$ cat config.mk
export PLATFORM = sky130hd
export DESIGN_NAME = cc_line_inserter
export DESIGN_NICKNAME = d
export VERILOG_FILES = /design/src/rtl/cc_pkg.sv /design/src/rtl/cc_pair_store.sv /design/src/rtl/cc_irq_flags.sv /design/src/rtl/cc_bit_sequencer.sv /design/src/rtl/cc_line_inserter.sv
export SDC_FILE = /design/constraint.sdc
export NUM_CORES = 1
export LEC_CHECK = 0
export CORE_MARGIN = 4
export CORE_UTILIZATION = 52
export CTS_CLUSTER_SIZE = 30
export DETAILED_ROUTE_END_ITERATION = 8
export GPL_ROUTABILITY_DRIVEN = 0
export PLACE_DENSITY_LB_ADDON = 0.08
export SLEW_MARGIN = 20
export SYNTH_ARGS = -nofsm -noshare
export SYNTH_HDL_FRONTEND = slang
export SYNTH_HIERARCHICAL = 1
export SYNTH_SLANG_ARGS = --single-unit
$ cat constraint.sdc
create_clock -name clk -period 3 [get_ports clk]
set_clock_uncertainty 0.15 [all_clocks]
set_input_delay 0.3 -clock clk [delete_from_list [all_inputs] [get_ports clk]]
set_output_delay 0.3 -clock clk [all_outputs]
set_load 0.005 [all_outputs]
$ cat src/rtl/cc_pkg.sv
package cc_pkg;

    localparam int RUNIN_BITS = 7;
    localparam int START_BITS = 3;
    localparam int CHAR_BITS  = 7;
    localparam int DATA_BITS  = 2 * (CHAR_BITS + 1);
    localparam int FRAME_BITS = RUNIN_BITS + START_BITS + DATA_BITS;
    localparam int IDX_W      = $clog2(FRAME_BITS);

    typedef enum logic {
        FLD_ONE = 1'b0,
        FLD_TWO = 1'b1
    } field_e;

    typedef enum logic [1:0] {
        SEG_RUNIN = 2'd0,
        SEG_LOW   = 2'd1,
        SEG_HIGH  = 2'd2,
        SEG_DATA  = 2'd3
    } seg_e;

    typedef struct packed {
        logic [CHAR_BITS-1:0] c2;
        logic [CHAR_BITS-1:0] c1;
    } cc_pair_t;

    function automatic logic odd_par(input logic [CHAR_BITS-1:0] ch);
        return ~(^ch);
    endfunction

    function automatic logic [DATA_BITS-1:0] build_frame(input cc_pair_t pr,
                                                          input logic fresh);
        if (fresh)
            return {odd_par(pr.c2), pr.c2, odd_par(pr.c1), pr.c1};
        return {1'b1, {CHAR_BITS{1'b0}}, 1'b1, {CHAR_BITS{1'b0}}};
    endfunction

    function automatic seg_e seg_of(input logic [IDX_W-1:0] idx);
        if (idx < IDX_W'(RUNIN_BITS))
            return SEG_RUNIN;
        if (idx < IDX_W'(RUNIN_BITS + START_BITS - 1))
            return SEG_LOW;
        if (idx == IDX_W'(RUNIN_BITS + START_BITS - 1))
            return SEG_HIGH;
        return SEG_DATA;
    endfunction

endpackage

$ cat src/rtl/cc_pair_store.sv
module cc_pair_store
    import cc_pkg::*;
(
    input  logic     clk,
    input  logic     rst,
    input  logic     wr,
    input  cc_pair_t wr_pair,
    input  logic     take,
    output cc_pair_t pair,
    output logic     fresh
);

    always_ff @(posedge clk) begin
        if (rst) begin
            pair  <= '0;
            fresh <= 1'b0;
        end else if (wr) begin
            pair  <= wr_pair;
            fresh <= 1'b1;
        end else if (take) begin
            fresh <= 1'b0;
        end
    end

endmodule

$ cat src/rtl/cc_irq_flags.sv
module cc_irq_flags #(
    parameter int NFLD = 2
) (
    input  logic            clk,
    input  logic            rst,
    input  logic [NFLD-1:0] set,
    input  logic [NFLD-1:0] clr,
    output logic [NFLD-1:0] flag
);

    for (genvar g = 0; g < NFLD; g++) begin : g_flag
        always_ff @(posedge clk) begin
            if (rst)
                flag[g] <= 1'b0;
            else if (set[g])
                flag[g] <= 1'b1;
            else if (clr[g])
                flag[g] <= 1'b0;
        end
    end

endmodule

$ cat src/rtl/cc_bit_sequencer.sv
module cc_bit_sequencer
    import cc_pkg::*;
#(
    parameter int BIT_PCLK = 32
) (
    input  logic                 clk,
    input  logic                 rst,
    input  logic                 start,
    input  field_e               start_fld,
    input  logic [DATA_BITS-1:0] frame_in,
    output logic                 busy,
    output logic                 bit_val,
    output logic                 done,
    output field_e               done_fld
);

    localparam int PIX_W = (BIT_PCLK > 2) ? $clog2(BIT_PCLK) : 1;
    localparam logic [PIX_W-1:0] PIX_LAST = PIX_W'(BIT_PCLK - 1);
    localparam logic [PIX_W-1:0] PIX_HALF = PIX_W'(BIT_PCLK / 2);
    localparam logic [IDX_W-1:0] IDX_LAST = IDX_W'(FRAME_BITS - 1);

    logic [PIX_W-1:0]     pix_q;
    logic [IDX_W-1:0]     idx_q;
    logic [DATA_BITS-1:0] sh_q;
    field_e               fld_q;
    seg_e                 seg;
    logic                 bit_end;

    assign seg      = seg_of(idx_q);
    assign bit_end  = (pix_q == PIX_LAST);
    assign done     = busy && bit_end && (idx_q == IDX_LAST);
    assign done_fld = fld_q;

    always_ff @(posedge clk) begin
        if (rst) begin
            busy  <= 1'b0;
            pix_q <= '0;
            idx_q <= '0;
            sh_q  <= '0;
            fld_q <= FLD_ONE;
        end else if (start && !busy) begin
            busy  <= 1'b1;
            pix_q <= '0;
            idx_q <= '0;
            sh_q  <= frame_in;
            fld_q <= start_fld;
        end else if (busy) begin
            if (bit_end) begin
                pix_q <= '0;
                if (seg == SEG_DATA)
                    sh_q <= sh_q >> 1;
                if (idx_q == IDX_LAST)
                    busy <= 1'b0;
                else
                    idx_q <= idx_q + 1'b1;
            end else begin
                pix_q <= pix_q + 1'b1;
            end
        end
    end

    always_comb begin
        unique case (seg)
            SEG_RUNIN: bit_val = (pix_q < PIX_HALF);
            SEG_LOW:   bit_val = 1'b0;
            SEG_HIGH:  bit_val = 1'b1;
            SEG_DATA:  bit_val = sh_q[0];
            default:   bit_val = 1'b0;
        endcase
    end

endmodule

$ cat src/rtl/cc_line_inserter.sv
module cc_line_inserter
    import cc_pkg::*;
#(
    parameter int LINE_W    = 10,
    parameter int POS_W     = 12,
    parameter int LEVEL_W   = 10,
    parameter int BIT_PCLK  = 32,
    parameter int START_OFS = 120,
    parameter int LINE_F1   = 21,
    parameter int LINE_F2   = 284,
    parameter logic [LEVEL_W-1:0] LVL_BLANK = 10'd240,
    parameter logic [LEVEL_W-1:0] LVL_HIGH  = 10'd560
) (
    input  logic               clk,
    input  logic               rst,
    input  logic [LINE_W-1:0]  line_num,
    input  logic [POS_W-1:0]   sample_pos,
    input  logic [1:0]         cap_en,
    input  logic [1:0]         host_wr,
    input  logic [13:0]        host_pair_f1,
    input  logic [13:0]        host_pair_f2,
    input  logic [1:0]         irq_clr,
    output logic [LEVEL_W-1:0] cc_level,
    output logic               cc_sel,
    output logic [1:0]         irq_flag,
    output logic               irq
);

    localparam int NFLD = 2;
    localparam logic [LINE_W-1:0] LN_F1 = LINE_W'(LINE_F1);
    localparam logic [LINE_W-1:0] LN_F2 = LINE_W'(LINE_F2);
    localparam logic [POS_W-1:0]  POS0  = POS_W'(START_OFS);

    cc_pair_t [NFLD-1:0]  wr_pair;
    cc_pair_t [NFLD-1:0]  cur_pair;
    logic [NFLD-1:0]      fresh;
    logic [NFLD-1:0]      take;
    logic [NFLD-1:0]      trig;
    logic [NFLD-1:0]      set_irq;
    logic [DATA_BITS-1:0] frame;
    logic                 at_ofs;
    logic                 start;
    field_e               start_fld;
    logic                 busy;
    logic                 bit_val;
    logic                 done;
    field_e               done_fld;

    assign wr_pair[0] = cc_pair_t'(host_pair_f1);
    assign wr_pair[1] = cc_pair_t'(host_pair_f2);

    assign at_ofs  = (sample_pos == POS0);
    assign trig[0] = at_ofs && cap_en[0] && (line_num == LN_F1);
    assign trig[1] = at_ofs && cap_en[1] && (line_num == LN_F2);

    assign start     = (|trig) && !busy;
    assign start_fld = trig[0] ? FLD_ONE : FLD_TWO;
    assign frame     = build_frame(cur_pair[start_fld], fresh[start_fld]);

    for (genvar f = 0; f < NFLD; f++) begin : g_fld
        assign take[f]    = start && (start_fld == field_e'(f));
        assign set_irq[f] = done && (done_fld == field_e'(f));

        cc_pair_store u_store (
            .clk     (clk),
            .rst     (rst),
            .wr      (host_wr[f]),
            .wr_pair (wr_pair[f]),
            .take    (take[f]),
            .pair    (cur_pair[f]),
            .fresh   (fresh[f])
        );
    end

    cc_bit_sequencer #(
        .BIT_PCLK (BIT_PCLK)
    ) u_seq (
        .clk       (clk),
        .rst       (rst),
        .start     (start),
        .start_fld (start_fld),
        .frame_in  (frame),
        .busy      (busy),
        .bit_val   (bit_val),
        .done      (done),
        .done_fld  (done_fld)
    );

    cc_irq_flags #(
        .NFLD (NFLD)
    ) u_irq (
        .clk  (clk),
        .rst  (rst),
        .set  (set_irq),
        .clr  (irq_clr),
        .flag (irq_flag)
    );

    assign cc_sel   = busy;
    assign cc_level = (busy && bit_val) ? LVL_HIGH : LVL_BLANK;
    assign irq      = |irq_flag;

endmodule

==> results of run 1 <==
==> power groups by stage <==
stage	registers (uW)	logic, uW	clock network (uW)
5_1_grt	855	251	779
3_5_place_dp	869	233	0
4_1_cts	852	234	743
6_report	852	233	720
3_3_place_gp	869	228	0
2_1_floorplan	855	156	0
==> kinds of logic after synthesis <==
logic type	share of synthesized area (%)
adders and majority gates	1.43
muxes	13.3
and+or+nand+nor	19.6
buffers and inverters	8.39
AOI/OAI and AO/OA	14.3
other	0.215
DFF	34.4
xor gates and xnor gates	8.43
==> layout by cell type (no fill, tap or decap), types with 2 or more instances in the layout <==
cell	synthesis	final
clkdlybuf4s50_1	0	63
dfxtp_1	60	59
nor2_1	50	50
mux2i_1	44	44
nand2_1	40	40
a21oi_1	23	23
clkbuf_8	0	11
a32oi_1	10	10
xnor3_1	8	8
nand2b_1	8	8
xnor2_1	7	7
and2_1	7	7
conb_1	2	7
inv_1	6	6
xor2_1	6	6
buf_4	11	6
a221oi_2	6	6
o21ai_1	5	5
o211ai_2	5	5
nand4_1	4	4
ha_1	4	4
nor3_1	3	3
nor4_4	2	2
and4bb_2	2	2
nand3_1	2	2
or3_1	2	2
nand2_2	2	2
mux2_2	2	2
and3_1	2	2
o21ai_0	2	2
==> tightest hold or removal path: cells and delay by family (launching register included) <==
family | cells | cell delay, ns
flip-flops | 1 | 0.32
AO/OA/AOI/OAI | 2 | 0.11
==> routing by layer <==
layer / GRT usage, % / share of wire (%) / wire [um] / vias up
met1: 23.4 / 43 / 3320 / 1271
li1: - / - / - / 1360
met4: 6.89 / 1.2 / 91 / 0
met3: 5.18 / 5.1 / 389 / 7
met2: 33.5 / 51 / 3880 / 65
met5: 0 / 0 / 0 / -
==> through the flow <==
step	utilization (%)	hold WS, ns	power (uW)
4_1_cts	65.5	0.326	1830
6_report	65.5	0.326	1800
2_1_floorplan	-	0.219	1010
3_5_place_dp	62.5	0.314	1100
5_1_grt	65.5	0.352	1880
3_3_place_gp	62.5	0.314	1100
==> registers in the layout, indices dropped and copies added, names as in the netlist <==
name / flops
u_seq/sh_q: 16
u_seq/idx_q: 5
u_seq/pix_q: 5
u_seq/busy: 1
g_fld.u_store/pair: 28
g_fld.u_store/fresh: 2
u_irq/flag: 2
u_seq/done_fld: 1
==> worst paths after layout <==
| kind | start | endpoint | slack [ns] |
|---|---|---|---|
| min | u_seq/sh_q[10] | u_seq/sh_q[10] | 0.33 |
| min reg2reg | u_seq/sh_q[10] | u_seq/sh_q[10] | 0.33 |
| max | u_seq/idx_q[1] | cc_level[9] | 0.25 |
| max reg2reg | u_seq/pix_q[0] | u_seq/sh_q[2] | 0.68 |
==> area by class of cell <==
type / instances / area (um^2)
Clock buffer: 12 / 155
Clock inverter: 2 / 35.0
Fill cell: 537 / 2220
Inverter: 6 / 22.5
Multi-Input combinational cell: 272 / 2010
Sequential cell: 60 / 1200
Tap cell: 77 / 96.3
Timing Repair Buffer: 70 / 681
==> summary.md, run 1 <==
| Metric | Value |
|---|---|
| Outcome | finished clean |
| Clock share of power | 39.9% |
| Vias in the first global route | 2636 |
| Routed vias | 2703 |
| Main synth FF type | dfxtp_1 |
| CP Launch Type | register |
| Period utilization | 91.8% |
| DR iter-0 viols | 103 |
| Drt first pass iters | 4 |
| Fin area | 0.00421 mm^2 |
| Crit-path slowest cell | clkdlybuf4s50_1 |
| Slew @ Worst Pin | 0.843 ns |
| Seq pwr share | 47.2% |
| Crit path required time | 2.55 ns |
| Crit. End Element | output port |
| Worst Hold Class | register to register |
| Initial antenna violation count | 0 |
| Largest delay contributor family on the critical path | buffers and inverters |
| Antenna cell count | 0 |
| Worst path arrival time | 2.30 ns |
| Seq/Total Area, Yosys | 34.4% |
| Slowest stage delay, CP | 0.49 ns |
| Number of enable flip-flop cells after synthesis | 0 |
| Worst path cell trace | inv_1 -> ha_1 -> o21ai_0 -> a221oi_2 -> nand2b_1 -> a21oi_1 -> nand2_1 -> inv_1 -> clkdlybuf4s50_1 |
| Clock Tree Buf Depth | 2 |
| Synth Cell Area | 0.00349 mm^2 |
| DIE HEIGHT | 89.9 um |
| Switching pwr | 412 uW |
| Postcts setup bufs | 0 |
| Detailed placement HPWL | 5630 um |
| Clock slew at reported path FFs | 0.07 ns |
| Synth area leader | dfxtp_1 |
| Drt drc | 0 |
| DP Area | 0.00402 mm^2 |
| Syn_area_per_cell | 9.56 um^2 |
| Yosys top cell area share | 34.4% |
| Final Net Count | 481 |
| Rows | 29 |
| WP depth | 9 |
| Input/output buffers | 64 |
| Crit path time final | 2.75 ns |
| Number of setup violations in the final report | 0 |
| Clock sinks | 60 |
| Final worst slack | 0.247 ns |
| First-pass GRT wire length | 12700 um |
| Relative slew slack | 43.6% |
| Largest net degree at the start of global routing | 51 |
| Core box area | 0.00642 mm^2 |
| Worst skew pair latency | 0.34 ns |
| Routed length per instance | 15.4 um |
| Fraction of synthesis flops using an asynchronous set or reset pin | 0% |
| Leak pwr | 0.00161 uW |
| Initial Util | 54.3% |
| CP bufs+invs | 3 |
| Routed vias/inst | 5.42 |
| ANT nets after route | 0 |
| Cell Count, Final, Fillers Out | 499 |
| CTS Hold Buffers Added | 0 |
| Placed cells | 485 |
| Reg2Reg Depth | 6 |
| Switch share | 22.8% |
| Logic gate share of total power | 12.9% |
| CP max FO | 8 |
| PostCTS Resize Cnt | 0 |
| H-tree depth | 3 |
| PD cells | 429 mW/mm^2 |
| Register bit total from synthesis | 60 |
| Cell with the most instances after synthesis | dfxtp_1 |
| Fmax | 363 MHz |
| Total negative slack | 0 ns |
| Post-synth top cells | dfxtp_1 (60), nor2_1 (50), mux2i_1 (44), nand2_1 (40), a21oi_1 (23) |
| Die footprint | 0.00809 mm^2 |
| DP Worst Slack | 0.119 ns |
| Hold Fails Final Rpt | 0 |
| Die W | 89.9 um |
| Layout area overhead | 20.5% |
| CP Class | register to output port |
| RSZ-0062 raised after global routing | no |
| Synthesis warning total | 6 |
| Distinct cells, synth | 51 |
| Slew Viols, Final | 0 |
| Num ports | 72 |
| CTS tree | built |
| Top post-synthesis cells by area | dfxtp_1 (34%), mux2i_1 (13%), nor2_1 (5.4%) |
| Layout cells sized above 1 | 12.1% |
| Hold Path Cell Cnt | 2 |
| TritonCTS Buffers | 9 |
| Internal | 1390 uW |
| Max-cap violations | 0 |
| Most frequent CP cell | inv_1 |
| Largest vdd supply drop | 327 uV |
| Tot GR Track Use | 19.5% |
| Grt total ovfl | 0 |
| Root buffer cell | clkbuf_8 |
| Cell count after synthesis | 365 |
| WL final | 7690 um |
Power figures use the tool's default switching activity.
==> inputs of run 2 (changes only) <==
- SLEW_MARGIN: 20 -> 0
- clock period: 3 -> 2.95 ns (I/O delays scaled with it)
==> summary.md, run 2 (synthesis gave the netlist of run 1 again) <==
| Metric | Value |
|---|---|
| Outcome | finished clean (unchanged) |
| Hold EP | g_fld[0].u_store/pair[13] (was u_seq/sh_q[10]) |
| Worst path arrival time | 2.26 ns (was 2.30 ns) |
| Biggest register | g_fld.u_store/pair (unchanged) |
| Total negative slack | 0 ns (unchanged) |
| Clock Tree Buf Depth | 2 (unchanged) |
| Routed length per instance | 14.8 um (was 15.4 um) |
| Hold Path Cell Cnt | 2 (unchanged) |
| Die W | 89.9 um (unchanged) |
| Crit path time final | 2.70 ns |
| Crit. End Element | output port (unchanged) |
| Period utilization | 91.5% |
| Root buffer cell | clkbuf_8 (unchanged) |
| Max FFs per register | 28 (unchanged) |
| Number of setup violations in the final report | 0 (unchanged) |
| Max-cap violations | 0 (unchanged) |
| TritonCTS Buffers | 9 (unchanged) |
| First-pass GRT wire length | 12100 um (was 12700 um) |
| Worst R2R Setup Slack | 0.79 ns (was 0.68 ns) |
| CP Class | register to output port (unchanged) |
| Fill cell count | 558 (was 537) |
| Drt first pass iters | 4 (unchanged) |
| Fmax | 370 MHz |
| Leak pwr | 0.00161 uW (about the same) |
| Initial Util | 54.3% (unchanged) |
| Crit path required time | 2.51 ns (was 2.55 ns) |
| Reg2reg start | u_seq/pix_q[0] (unchanged) |
| Vias in the first global route | 2568 (was 2636) |
| Grt total ovfl | 0 (unchanged) |
| Routed vias | 2656 (was 2703) |
| H-tree depth | 3 (unchanged) |
| Relative slew slack | 43.7% (was 43.6%) |
| Routed vias/inst | 5.30 (was 5.42) |
| R2R Path End | u_seq/sh_q[6] (was u_seq/sh_q[2]) |
| Most frequent cells in the layout | clkdlybuf4s50_1 (63), dfxtp_1 (59), nor2_1 (50) (unchanged) |
| Cell Count, Final, Fillers Out | 501 (was 499) |
| CTS tree | built (unchanged) |
| PD cells | 409 mW/mm^2 (was 429 mW/mm^2) |
| ANT nets after route | 0 (unchanged) |
| Tot GR Track Use | 18.4% (was 19.5%) |
| RSZ-0062 raised after global routing | no (unchanged) |
| CP max FO | 8 (unchanged) |
| Die footprint | 0.00809 mm^2 (unchanged) |
| Worst skew pair latency | 0.34 ns (about the same) |
| Slew Viols, Final | 0 (unchanged) |
| Reg2Reg Depth | 7 (was 6) |
| Detailed placement HPWL | 5620 um (was 5630 um) |
| DIE HEIGHT | 89.9 um (unchanged) |
| Worst Hold Class | input port to register (was register to register) |
| Input/output buffers | 64 (unchanged) |
| Top flop regs | g_fld.u_store/pair: 28 flops, u_seq/sh_q: 16 flops (unchanged) |
| Antenna cell count | 0 (unchanged) |
| WL final | 7430 um (was 7690 um) |
| Num ports | 72 (unchanged) |
| Placed cells | 487 (was 485) |
| Drt drc | 0 (unchanged) |
| Final Net Count | 483 (was 481) |
| Layout area overhead | 20.4% (was 20.5%) |
| Clock slew at reported path FFs | 0.06 ns (was 0.07 ns) |
| Rows | 29 (unchanged) |
| Slew @ Worst Pin | 0.842 ns (was 0.843 ns) |
| Clock sinks | 60 (unchanged) |
| Hold Fails Final Rpt | 0 (unchanged) |
| Initial antenna violation count | 0 (unchanged) |
| Hold path startpoint | rst (was u_seq/sh_q[10]) |
| Largest net degree at the start of global routing | 33 (was 51) |
| Most common cell after layout, fill and taps aside | clkdlybuf4s50_1 (unchanged) |
| Largest vdd supply drop | 302 uV (was 327 uV) |
| DR iter-0 viols | 136 (was 103) |
| CP Launch Type | register (unchanged) |
| Core box area | 0.00642 mm^2 (unchanged) |
| Layout cells sized above 1 | 12.5% (was 12.1%) |
run 2: where the power goes:
group	switching, uW	total [uW]	internal [uW]
logic	80.0	235	155
registers	30.3	865	835
clock network	303	617	314
run 2: metal layers:
metal  vias up  wire (um)  global-route usage [%]
li1       1366          -                       -
met1      1225       3250                    21.6
met2        56       3770                    32.3
met3         9        303                    4.67
met4         0        106                    7.27
met5         -          0                       0
run 2: layout make-up:
class                           count  area [um^2]  share of cell area (%)
Multi-Input combinational cell    272         2010                    48.0
Tap cell                           77         96.3                    2.29
Clock inverter                      3         15.0                   0.357
Inverter                            6         22.5                   0.536
Clock buffer                       11          141                    3.37
Timing Repair Buffer               72          708                    16.9
Sequential cell                    60         1200                    28.6
run 2: stage by stage:
| step | utilization [%] | worst slack, ns | hold slack (ns) | total power (uW) | instance area [um^2] |
|---|---|---|---|---|---|
| floorplan | - | 0.625 | 0.214 | 1030 | 3510 |
| global placement | 62.9 | 0.148 | 0.313 | 1120 | 4040 |
| detailed placement | 62.9 | 0.0588 | 0.316 | 1120 | 4040 |
| CTS | 65.4 | 0.112 | 0.292 | 1740 | 4200 |
| global route | 65.4 | 0.0594 | 0.325 | 1790 | 4200 |
| finish | 65.4 | 0.250 | 0.301 | 1720 | 4200 |
run 2: worst max path at each step:
stage	endpoint	slack [ns]	start	depth (start not counted)
CTS	cc_level[9]	0.11	u_seq/idx_q[0]	8
detailed placement	u_seq/sh_q[6]	0.06	line_num[6]	10
floorplan	u_seq/sh_q[4]	0.63	sample_pos[8]	8
global route	cc_level[9]	0.06	u_seq/idx_q[1]	9
global placement	u_seq/sh_q[6]	0.15	sample_pos[8]	10
finish	cc_level[9]	0.25	u_seq/idx_q[1]	9
run 2: timing repair:
action	4_1_cts	5_1_grt
gates resized for setup	0	1
endpoints found under the setup margin	0	1
hold buffers	0	0
buffers inserted	0	0
run 2: worst max-delay path: stages, from the launching register on:
cell	delay, ns
dfxtp_1	0.38
inv_1	0.08
ha_1	0.18
o21ai_0	0.11
a221oi_2	0.26
nand2b_1	0.09
a21oi_1	0.17
nand2_1	0.10
inv_1	0.06
clkdlybuf4s50_1	0.49
==> inputs of run 3 (changes only) <==
- CTS_CLUSTER_SIZE: 30 -> 24
==> results of run 3 <==
Final layout, timing and power as in run 2 (identical DEF).
